**src/rtl/dptr_pkg.sv**
```systemverilog
// Shared encodings for the dual data pointer unit.
// Assumes a 2-bit register select and a 3-bit mode field.
package dptr_pkg;

    // Register select codes on the special-function-register port.
    typedef enum logic [1:0] {
        SFR_PTR_LO = 2'd0,
        SFR_PTR_HI = 2'd1,
        SFR_MODE   = 2'd2,
        SFR_NONE   = 2'd3
    } sfr_addr_e;

    // Mode register fields; bit order matches the software-visible layout.
    typedef struct packed {
        logic auto_tog;   // bit 2
        logic auto_inc;   // bit 1
        logic sel;        // bit 0
    } mode_t;

    localparam int MODE_W = $bits(mode_t);

endpackage

```
**src/rtl/dptr_mode_reg.sv**
```systemverilog
// Mode register: the active-pointer select bit and the two automatic-mode
// enables. A register write wins over an auto-toggle in the same cycle.
// Assumes xfer_done is a single-cycle strobe.
module dptr_mode_reg
    import dptr_pkg::*;
(
    input  logic                  clk,
    input  logic                  rst_n,
    input  logic                  wr_en,
    input  logic [MODE_W-1:0]     wdata,
    input  logic                  xfer_done,
    output mode_t                 mode
);

    // Holds the mode fields; flips the select bit on access when enabled.
    always_ff @(posedge clk) begin
        if (!rst_n) begin
            mode <= '0;
        end else if (wr_en) begin
            mode <= mode_t'(wdata);
        end else if (xfer_done && mode.auto_tog) begin
            mode.sel <= ~mode.sel;
        end
    end

    // reset clears every mode field.
    a_r1_mode_clear: assert property (@(posedge clk)
        !rst_n |=> (mode == '0));

    // an access with auto-toggle on and no write flips the selection.
    a_r7_toggle: assert property (@(posedge clk) disable iff (!rst_n)
        (xfer_done && mode.auto_tog && !wr_en) |=> (mode.sel != $past(mode.sel)));

    // without an access or a write the mode is left alone.
    a_r8_mode_hold: assert property (@(posedge clk) disable iff (!rst_n)
        (!xfer_done && !wr_en) |=> $stable(mode));

endmodule

```
**src/rtl/dptr_inc_seq.sv**
```systemverilog
// Two-cycle sequencer for the explicit increment request. The request cycle
// records which pointer was selected; the following cycle applies the step.
// Assumes inc_req may repeat on consecutive cycles.
module dptr_inc_seq (
    input  logic clk,
    input  logic rst_n,
    input  logic inc_req,
    input  logic sel,
    output logic pend,
    output logic tgt
);

    // Captures the request and its target pointer for the second cycle.
    always_ff @(posedge clk) begin
        if (!rst_n) begin
            pend <= 1'b0;
            tgt  <= 1'b0;
        end else begin
            pend <= inc_req;
            tgt  <= inc_req ? sel : tgt;
        end
    end

    // a request is always followed by a pending step for its pointer.
    a_r5_capture: assert property (@(posedge clk) disable iff (!rst_n)
        inc_req |=> (pend && (tgt == $past(sel))));

    // no pending step appears without a request.
    a_r5_no_spurious: assert property (@(posedge clk) disable iff (!rst_n)
        !inc_req |=> !pend);

endmodule

```
**src/rtl/dptr_slot.sv**
```systemverilog
// One data pointer made of a low and a high byte. A byte write replaces that
// byte and drops any step; otherwise the pointer advances by 0, 1 or 2.
// Assumes at most one of wr_lo and wr_hi is set in a cycle.
module dptr_slot #(
    parameter int BYTE_W = 8
) (
    input  logic                clk,
    input  logic                rst_n,
    input  logic                wr_lo,
    input  logic                wr_hi,
    input  logic [BYTE_W-1:0]   wdata,
    input  logic [1:0]          step,
    output logic [2*BYTE_W-1:0] ptr
);

    localparam int PTR_W = 2 * BYTE_W;

    // Updates the pointer from byte writes or the combined step count.
    always_ff @(posedge clk) begin
        if (!rst_n) begin
            ptr <= '0;
        end else if (wr_lo) begin
            ptr[BYTE_W-1:0] <= wdata;
        end else if (wr_hi) begin
            ptr[PTR_W-1:BYTE_W] <= wdata;
        end else begin
            ptr <= ptr + PTR_W'(step);
        end
    end

    // reset zeroes the pointer.
    a_r1_ptr_clear: assert property (@(posedge clk)
        !rst_n |=> (ptr == '0));

    // with no write and no step the pointer holds.
    a_r3_hold: assert property (@(posedge clk) disable iff (!rst_n)
        (!wr_lo && !wr_hi && step == 2'd0) |=> $stable(ptr));

    // a single step advances by one, wrapping at the top.
    a_r6_step_one: assert property (@(posedge clk) disable iff (!rst_n)
        (!wr_lo && !wr_hi && step == 2'd1) |=> (ptr == $past(ptr) + PTR_W'(1)));

    // coincident steps advance by two.
    a_r9_step_two: assert property (@(posedge clk) disable iff (!rst_n)
        (!wr_lo && !wr_hi && step == 2'd2) |=> (ptr == $past(ptr) + PTR_W'(2)));

    // a low-byte write wins and leaves the high byte alone.
    a_r10_write_wins: assert property (@(posedge clk) disable iff (!rst_n)
        wr_lo |=> ((ptr[BYTE_W-1:0] == $past(wdata)) &&
                   (ptr[PTR_W-1:BYTE_W] == $past(ptr[PTR_W-1:BYTE_W]))));

endmodule

```
**src/rtl/dual_dptr_unit.sv**
```systemverilog
// Dual data pointer unit: two banked external-memory pointers, a mode
// register that selects the active one, a two-cycle explicit increment and
// optional auto-increment / auto-toggle on each completed external access.
// Assumes strobes are synchronous to clk and one cycle wide.
module dual_dptr_unit
    import dptr_pkg::*;
#(
    parameter int BYTE_W = 8
) (
    input  logic                  clk,
    input  logic                  rst_n,
    input  logic                  reg_wr,
    input  logic [1:0]            reg_sel,
    input  logic [BYTE_W-1:0]     reg_wdata,
    output logic [BYTE_W-1:0]     reg_rdata,
    input  logic                  inc_req,
    input  logic                  xfer_done,
    output logic [2*BYTE_W-1:0]   ext_addr
);

    localparam int PTR_W   = 2 * BYTE_W;
    localparam int NUM_PTR = 2;

    sfr_addr_e         addr;
    mode_t             mode;
    logic              pend;
    logic              tgt;
    logic [PTR_W-1:0]  ptrs [NUM_PTR];
    logic [PTR_W-1:0]  act_ptr;

    assign addr = sfr_addr_e'(reg_sel);

    dptr_mode_reg u_mode (
        .clk       (clk),
        .rst_n     (rst_n),
        .wr_en     (reg_wr && (addr == SFR_MODE)),
        .wdata     (reg_wdata[MODE_W-1:0]),
        .xfer_done (xfer_done),
        .mode      (mode)
    );

    dptr_inc_seq u_inc (
        .clk     (clk),
        .rst_n   (rst_n),
        .inc_req (inc_req),
        .sel     (mode.sel),
        .pend    (pend),
        .tgt     (tgt)
    );

    // One pointer slot per bank, each with its own write and step decode.
    for (genvar i = 0; i < NUM_PTR; i++) begin : g_slot
        logic       is_sel;
        logic       hit_pend;
        logic       hit_xfer;
        logic [1:0] step;

        assign is_sel   = (mode.sel == 1'(i));
        assign hit_pend = pend && (tgt == 1'(i));
        assign hit_xfer = xfer_done && mode.auto_inc && is_sel;
        assign step     = {1'b0, hit_pend} + {1'b0, hit_xfer};

        dptr_slot #(.BYTE_W(BYTE_W)) u_slot (
            .clk   (clk),
            .rst_n (rst_n),
            .wr_lo (reg_wr && is_sel && (addr == SFR_PTR_LO)),
            .wr_hi (reg_wr && is_sel && (addr == SFR_PTR_HI)),
            .wdata (reg_wdata),
            .step  (step),
            .ptr   (ptrs[i])
        );
    end

    // Routes the selected pointer to the address output.
    always_comb begin
        act_ptr = mode.sel ? ptrs[1] : ptrs[0];
    end

    assign ext_addr = act_ptr;

    // Register read multiplexer over the selected pointer and the mode.
    always_comb begin
        unique case (addr)
            SFR_PTR_LO: reg_rdata = act_ptr[BYTE_W-1:0];
            SFR_PTR_HI: reg_rdata = act_ptr[PTR_W-1:BYTE_W];
            SFR_MODE:   reg_rdata = BYTE_W'(mode);
            default:    reg_rdata = '0;
        endcase
    end

    // a byte write to the selected pointer never disturbs the other one.
    a_r3_other_kept: assert property (@(posedge clk) disable iff (!rst_n)
        (reg_wr && !mode.sel && (addr == SFR_PTR_LO || addr == SFR_PTR_HI)
         && !(pend && tgt)) |=> $stable(ptrs[1]));

endmodule

```
**config.mk**
```make
export PLATFORM = sky130hd
export DESIGN_NAME = dual_dptr_unit
export DESIGN_NICKNAME = d
export VERILOG_FILES = /design/src/rtl/dptr_pkg.sv /design/src/rtl/dptr_mode_reg.sv /design/src/rtl/dptr_inc_seq.sv /design/src/rtl/dptr_slot.sv /design/src/rtl/dual_dptr_unit.sv
export SDC_FILE = /design/constraint.sdc
export NUM_CORES = 1
export LEC_CHECK = 0
export ABC_CLOCK_PERIOD_IN_PS = 3910
export BUFFER_PORTS_ARGS = -buffer_cell sky130_fd_sc_hd__buf_4
export CORE_MARGIN = 4
export CORE_UTILIZATION = 40
export DETAILED_ROUTE_END_ITERATION = 7
export PLACE_DENSITY = 0.71
export SLEW_MARGIN = 20
export SYNTH_ARGS = -nofsm -noshare
export SYNTH_HDL_FRONTEND = slang
export SYNTH_HIERARCHICAL = 1
export SYNTH_SLANG_ARGS = --single-unit
```
**constraint.sdc**
```tcl
create_clock -name clk -period 3.91 [get_ports clk]
set_clock_uncertainty 0.2 [all_clocks]
set_input_delay 0.1955 -clock clk [delete_from_list [all_inputs] [get_ports clk]]
set_output_delay 0.1955 -clock clk [all_outputs]
set_load 0.005 [all_outputs]
```
### Word level (Yosys, flattened, before mapping)

Index checks and enable logic that the tools add are counted.

| storage, ports and cells | value |
|---|---|
| register bits | 37 |
| input bits | 15 |

| operators by class | value |
|---|---|
| add/sub/neg operators | 4 |
| equal/unequal tests | 4 |
| mux-type cells | 10 |
| bitwise gates (word level) | 2 |
| reductions and logical operators | 15 |

Operators with widths:

| cell | count |
|---|---|
| two-way mux 8 bit | 6 |
| adder 16 x 2 -> 16 bit | 2 |
| one-hot mux 8 bit (3 select lines) | 1 |
| two-way mux 16 bit | 1 |
| logical AND 1 bit | 13 |
| adder 1 x 1 -> 2 bit | 2 |
| inequality test 2 x 1 -> 1 bit, second input constant | 2 |
| == test 2 x 1 -> 1 bit, second input constant | 1 |
| == test 2 bit, second input constant | 1 |
| logical NOT 2 bit | 1 |
| two-way mux 1 bit | 2 |
| NOT 1 bit | 2 |
| nonzero test 2 bit | 1 |

### Logic depth before layout (Yosys ltp)

| depth | value |
|---|---|
| word-level depth | 6 |
| depth in mapped cells | 11 |
| mapped depth without buffers | 10 |

### By module

The synthesis kept the hierarchy.

Modules (own cells, without submodules):

| module | times used | cells an instance | area each (µm²) | seq. area each (µm²) |
|---|---|---|---|---|
| dptr_slot at g_slot[1].u_slot | 1 | 138 | 1112.3 | 320.3 |
| dptr_slot at g_slot[0].u_slot | 1 | 134 | 1103.6 | 320.3 |
| dual_dptr_unit | 1 | 53 | 563.0 | 0.0 |
| dptr_mode_reg | 1 | 11 | 125.1 | 60.1 |
| dptr_inc_seq | 1 | 5 | 63.8 | 40.0 |

### Worst setup path after synthesis

No wires, ideal clock.

| timing path | value |
|---|---|
| kind | register to register |
| start point | reg, netlist name u_mode/mode[0] |
| end point | reg g_slot[1].u_slot.ptr[12] |
| library setup time | 0.126 ns |
| arrival time | 2.607 ns |
| slack | 0.978 ns |
| cell stages (with the launch flop) | 12 |
| path buffers | 2 |
| period minus slack after synthesis | 2.932 ns |
| cells stage by stage | dfxtp_1 buf_6 buf_2 and3_1 ha_1 ha_1 inv_1 fa_1 nand2b_2 or4_1 a21oi_1 o22ai_1 |

| on the way | value |
|---|---|
| cells in the longest elaborated chain, start to end | 4 |
| elaborated cells between the ends (all ways) | 7 |
| classes of those cells | add/sub (2); mux (1); reduce/logical (4) |

RTL lines:

| item | line | source |
|---|---|---|
| logical AND 1 bit | dual_dptr_unit.sv:60 | `assign hit_xfer = xfer_done && mode.auto_inc && is_sel;` |
| adder 1 x 1 -> 2 bit | dual_dptr_unit.sv:61 | `assign step = {1'b0, hit_pend} + {1'b0, hit_xfer};` |
| net g_slot[1].step[0] | dual_dptr_unit.sv:56 | `logic [1:0] step;` |
| adder 16 x 2 -> 16 bit | dptr_slot.sv:27 | `ptr <= ptr + PTR_W'(step);` |
| two-way mux 8 bit | dptr_slot.sv:24 | `end else if (wr_hi) begin` |
| end signal: indexed assignment | dptr_slot.sv:23 | `ptr[BYTE_W-1:0] <= wdata;` |
| end signal: indexed assignment | dptr_slot.sv:25 | `ptr[PTR_W-1:BYTE_W] <= wdata;` |
| end signal: assignment | dptr_slot.sv:27 |  |
| end: declaration | dptr_slot.sv:13 | `output logic [2*BYTE_W-1:0] ptr` |

The timed path passes the listed nets, and every way through them passes these cells.
A chain may end at the register's enable or synchronous reset.

### Worst setup path after layout

| timing path | value |
|---|---|
| start point | reg, netlist name u_mode/mode[1] |
| end point | reg g_slot[1].u_slot.ptr[8] |

| on the way | value |
|---|---|
| cells in the longest elaborated chain, start to end | 5 |

RTL lines:

| item | line |
|---|---|
| logical AND 1 bit (2 in a row) | dual_dptr_unit.sv:60 |
| adder 1 x 1 -> 2 bit | dual_dptr_unit.sv:61 |
| net g_slot[1].step[0] | dual_dptr_unit.sv:56 |
| adder 16 x 2 -> 16 bit | dptr_slot.sv:27 |
| two-way mux 8 bit | dptr_slot.sv:24 |

The timed path passes the listed nets, and every way through them passes these cells.

==> flow_summary_export.csv <==
group,metric,value,unit
yosys,ys_seq_elements,37,
place,place_ws,1.15,ns
critical_path,cp_common_cell,"ha_1",
power,p_clk_share,30.1,%
power,p_switching,0.251,mW
power,p_per_area,250,mW/mm2
yosys,async_reset_ff_share,0,%
sta,slew_headroom,49.8,%
floorplan,dieArea,0.00886,mm2
yosys,synth.most_common_cell,"dfxtp_1",
yosys,synth_edf_count,0,
critical_path,worstPathMaxFanout,5,
yosys,yosysWarnings,6,
critical_path,cp-start-kind,"flip-flop",
power,peakVddDrop,101,uV
yosys,seq_area_frac_synth,25.0,%
routing,vias,2780,
power,power_frac_comb,20.0,%
grt,antenna_found_initial,0,
finish,syn2layout_area_growth,14.8,%
finish,layout.nets,394,
yosys,synth_top_flop_cell,"dfxtp_1",
floorplan,die_w,94.1,um
yosys,synthTopCellsByArea,"dfxtp_1, mux2_2, mux2i_1, mux4_2, xnor2_1",
critical_path,slowest_stage,"fa_1",
grt,grt_pass1_vias,2644,
status,status,"finished clean",
grt,gr-total-overflow,0,
cts,root_buffer,"clkbuf_8",
cts,path_clk_slew,0.07,ns
routing,antenna_left,0,
yosys,yosys.area.top_type,"dfxtp_1",
cts,cts-buffers-inserted,5,
cts,cts_htree_levels,2,
floorplan,io-pin-count,39,
yosys,syn_area,0.00297,mm2
place,port-buffer-count,38,
floorplan,std_cell_rows,31,
cts,clock-sinks,37,
flow_run,drv_cap,0,
routing,post_drt_wl_per_cell,17.6,um
routing,drt_iter0_drc,294,
sta,grt_setup_unrepaired,"no",
finish,fill_cells,755,
grt,grt_max_degree,43,
finish,final_cell_area,0.00341,mm2
sta,timing.fmax,360,MHz
grt,grt_pass1_wl,13600,um
sta,setup_viol,0,
grt,track_usage,19.3,%
cts,cts_tree,"done",
routing,drc,0,
finish,final_core_util,47.2,%
sta,holdWs,0.00462,ns
routing,drt_pass1_iterations,6,
yosys,syn_nets,364,
yosys,yosys.area.top_type_share,25.0,%
power,switching_share,29.5,%
sta,worst_pin_slew,0.753,ns
sta,setup_slack,1.13,ns
power,power_frac_seq,49.9,%
sta,period_share,71.0,%
power,p_int,0.600,mW
sta,final.setup.tns,0,ns
place,place.gp.congestion,0.840,
min_path,hold_class,"input port to flip-flop",
critical_path,worst_ep_required_time,3.93,ns
yosys,yosys.cell_types.count,67,
yosys,syn_area_per_cell,8.70,um2
power,p_leak,1.28,nW
sta,drv_slew,0,
critical_path,path_class,"flip-flop to flip-flop",
yosys,netlist_instances,341,
cts,insertion_delay,0.29,ns
finish,drive_above_1_share,23.0,%
critical_path,arrival,2.80,ns
place,dpl.hpwl,5990,um
routing,routed_wl,8260,um
yosys,synth_common_cells,"dfxtp_1, nand2_1, inv_1",
sta,period_needed,2.78,ns
sta,hold_viol_final,0,
finish,diodes,0,
place,dpl-instance-area,0.00332,mm2
critical_path,cp_cell_sequence,"and3_1 > ha_1 > ha_1 > inv_1 > fa_1 > nand2b_2 > or3_4 > o31a_1 > o22ai_1",
routing,vias_per_cell,5.93,
floorplan,die_y,94.1,um
floorplan,core_area,0.00721,mm2
floorplan,initial_utilization,41.1,%
cts,clk_path_buf_depth,2,
critical_path,end_kind,"flip-flop",
critical_path,max_stage_delay,0.41,ns
==> stage by stage <==
step | std cells | total power, mW
2_1_floorplan | 341 | 0.531
3_3_place_gp | 462 | 0.596
3_5_place_dp | 462 | 0.602
4_1_cts | 469 | 0.858
5_1_grt | 469 | 0.897
6_report | 469 | 0.851
==> power by group through the flow <==
stage          logic [mW]  registers [mW]  clock network [mW]
2_1_floorplan       0.109           0.423                   0
3_3_place_gp        0.165           0.431                   0
3_5_place_dp        0.169           0.433                   0
4_1_cts             0.171           0.424               0.263
5_1_grt             0.187           0.428               0.281
6_report            0.170           0.425               0.256
==> cell type report <==
cell class / instances / area [um2] / area share (%)
multi-input combinational: 263 / 2060 / 60.5
sequential: 37 / 741 / 21.7
timing repair buffer: 44 / 333 / 9.77
tap: 99 / 124 / 3.64
inverter: 20 / 75.1 / 2.20
clock buffer: 5 / 68.8 / 2.02
clock inverter: 1 / 5.00 / 0.147
==> placed cells by master (no fill, tap or decap), types with 3 or more instances in the layout <==
cell type / n
nor2_1: 17
nor4_2: 3
o22ai_1: 4
a21oi_1: 13
nand3_1: 11
ha_1: 6
nor3_1: 14
mux2i_1: 14
nor3b_1: 4
nand4b_1: 3
nand2_1: 23
mux2_2: 16
nor2b_1: 10
nand2b_1: 7
mux4_1: 3
xnor2_1: 11
and2_1: 11
nor4_1: 5
clkbuf_8: 5
buf_4: 43
nand4_1: 9
o2111a_1: 3
inv_1: 18
a22o_1: 5
o211a_1: 3
o21ai_0: 11
a31oi_1: 3
a22oi_1: 6
dfxtp_1: 37
mux4_2: 5
==> metal layers <==
| metal | vias to the layer above | share of wire, % | wire, um | GRT usage (%) |
|---|---|---|---|---|
| met5 | - | 0 | 0 | 0 |
| met4 | 0 | 1.7 | 138 | 5.66 |
| met3 | 13 | 6.1 | 504 | 3.45 |
| met2 | 108 | 46 | 3780 | 30.3 |
| met1 | 1329 | 47 | 3850 | 26.9 |
| li1 | 1330 | - | - | - |
==> kinds of logic (layout without fill, tap and decap cells) <==
family                   Yosys count  count (layout)  share of synthesized area (%)
buffers and inverters             41              70                           5.94
adder cells (fa/ha/maj)            8               8                           3.88
flip-flops                        37              37                           25.0
multiplexers                      38              38                           17.2
XOR/XNOR                          11              11                           3.25
AND/OR/NAND/NOR                  135             135                           27.7
AO/OA/AOI/OAI                     71              71                           17.1
==> flip-flops by register name, indices dropped and copies added, names as in the netlist <==
signal             flops
u_mode/mode            3
u_inc/tgt              1
u_inc/pend             1
g_slot.u_slot/ptr     32
==> timing repair <==
action	in CTS	in global routing
buffers inserted	0	0
hold endpoints to repair	2	0
gates resized for setup	0	0
hold buffers	1	0
==> critical path, delay by kind of cell, from the launching register on <==
kind | cells | cell delay [ns]
adders and majority gates | 3 | 0.87
and+or+nand+nor | 3 | 0.83
AOI/OAI and AO/OA | 2 | 0.41
DFF | 1 | 0.33
buffers and inverters | 1 | 0.07
==> final timing paths <==
kind	from	end	slack (ns)	depth (start not counted)
setup reg to reg	u_mode/mode[1]	g_slot[1].u_slot/ptr[8]	1.13	9
setup / recovery	u_mode/mode[1]	g_slot[1].u_slot/ptr[8]	1.13	9
hold / removal	reg_wdata[3]	g_slot[1].u_slot/ptr[11]	0.005	3
hold reg to reg	g_slot[1].u_slot/ptr[15]	g_slot[1].u_slot/ptr[15]	0.32	2
Note: power is estimated with default switching activity, not from simulation.
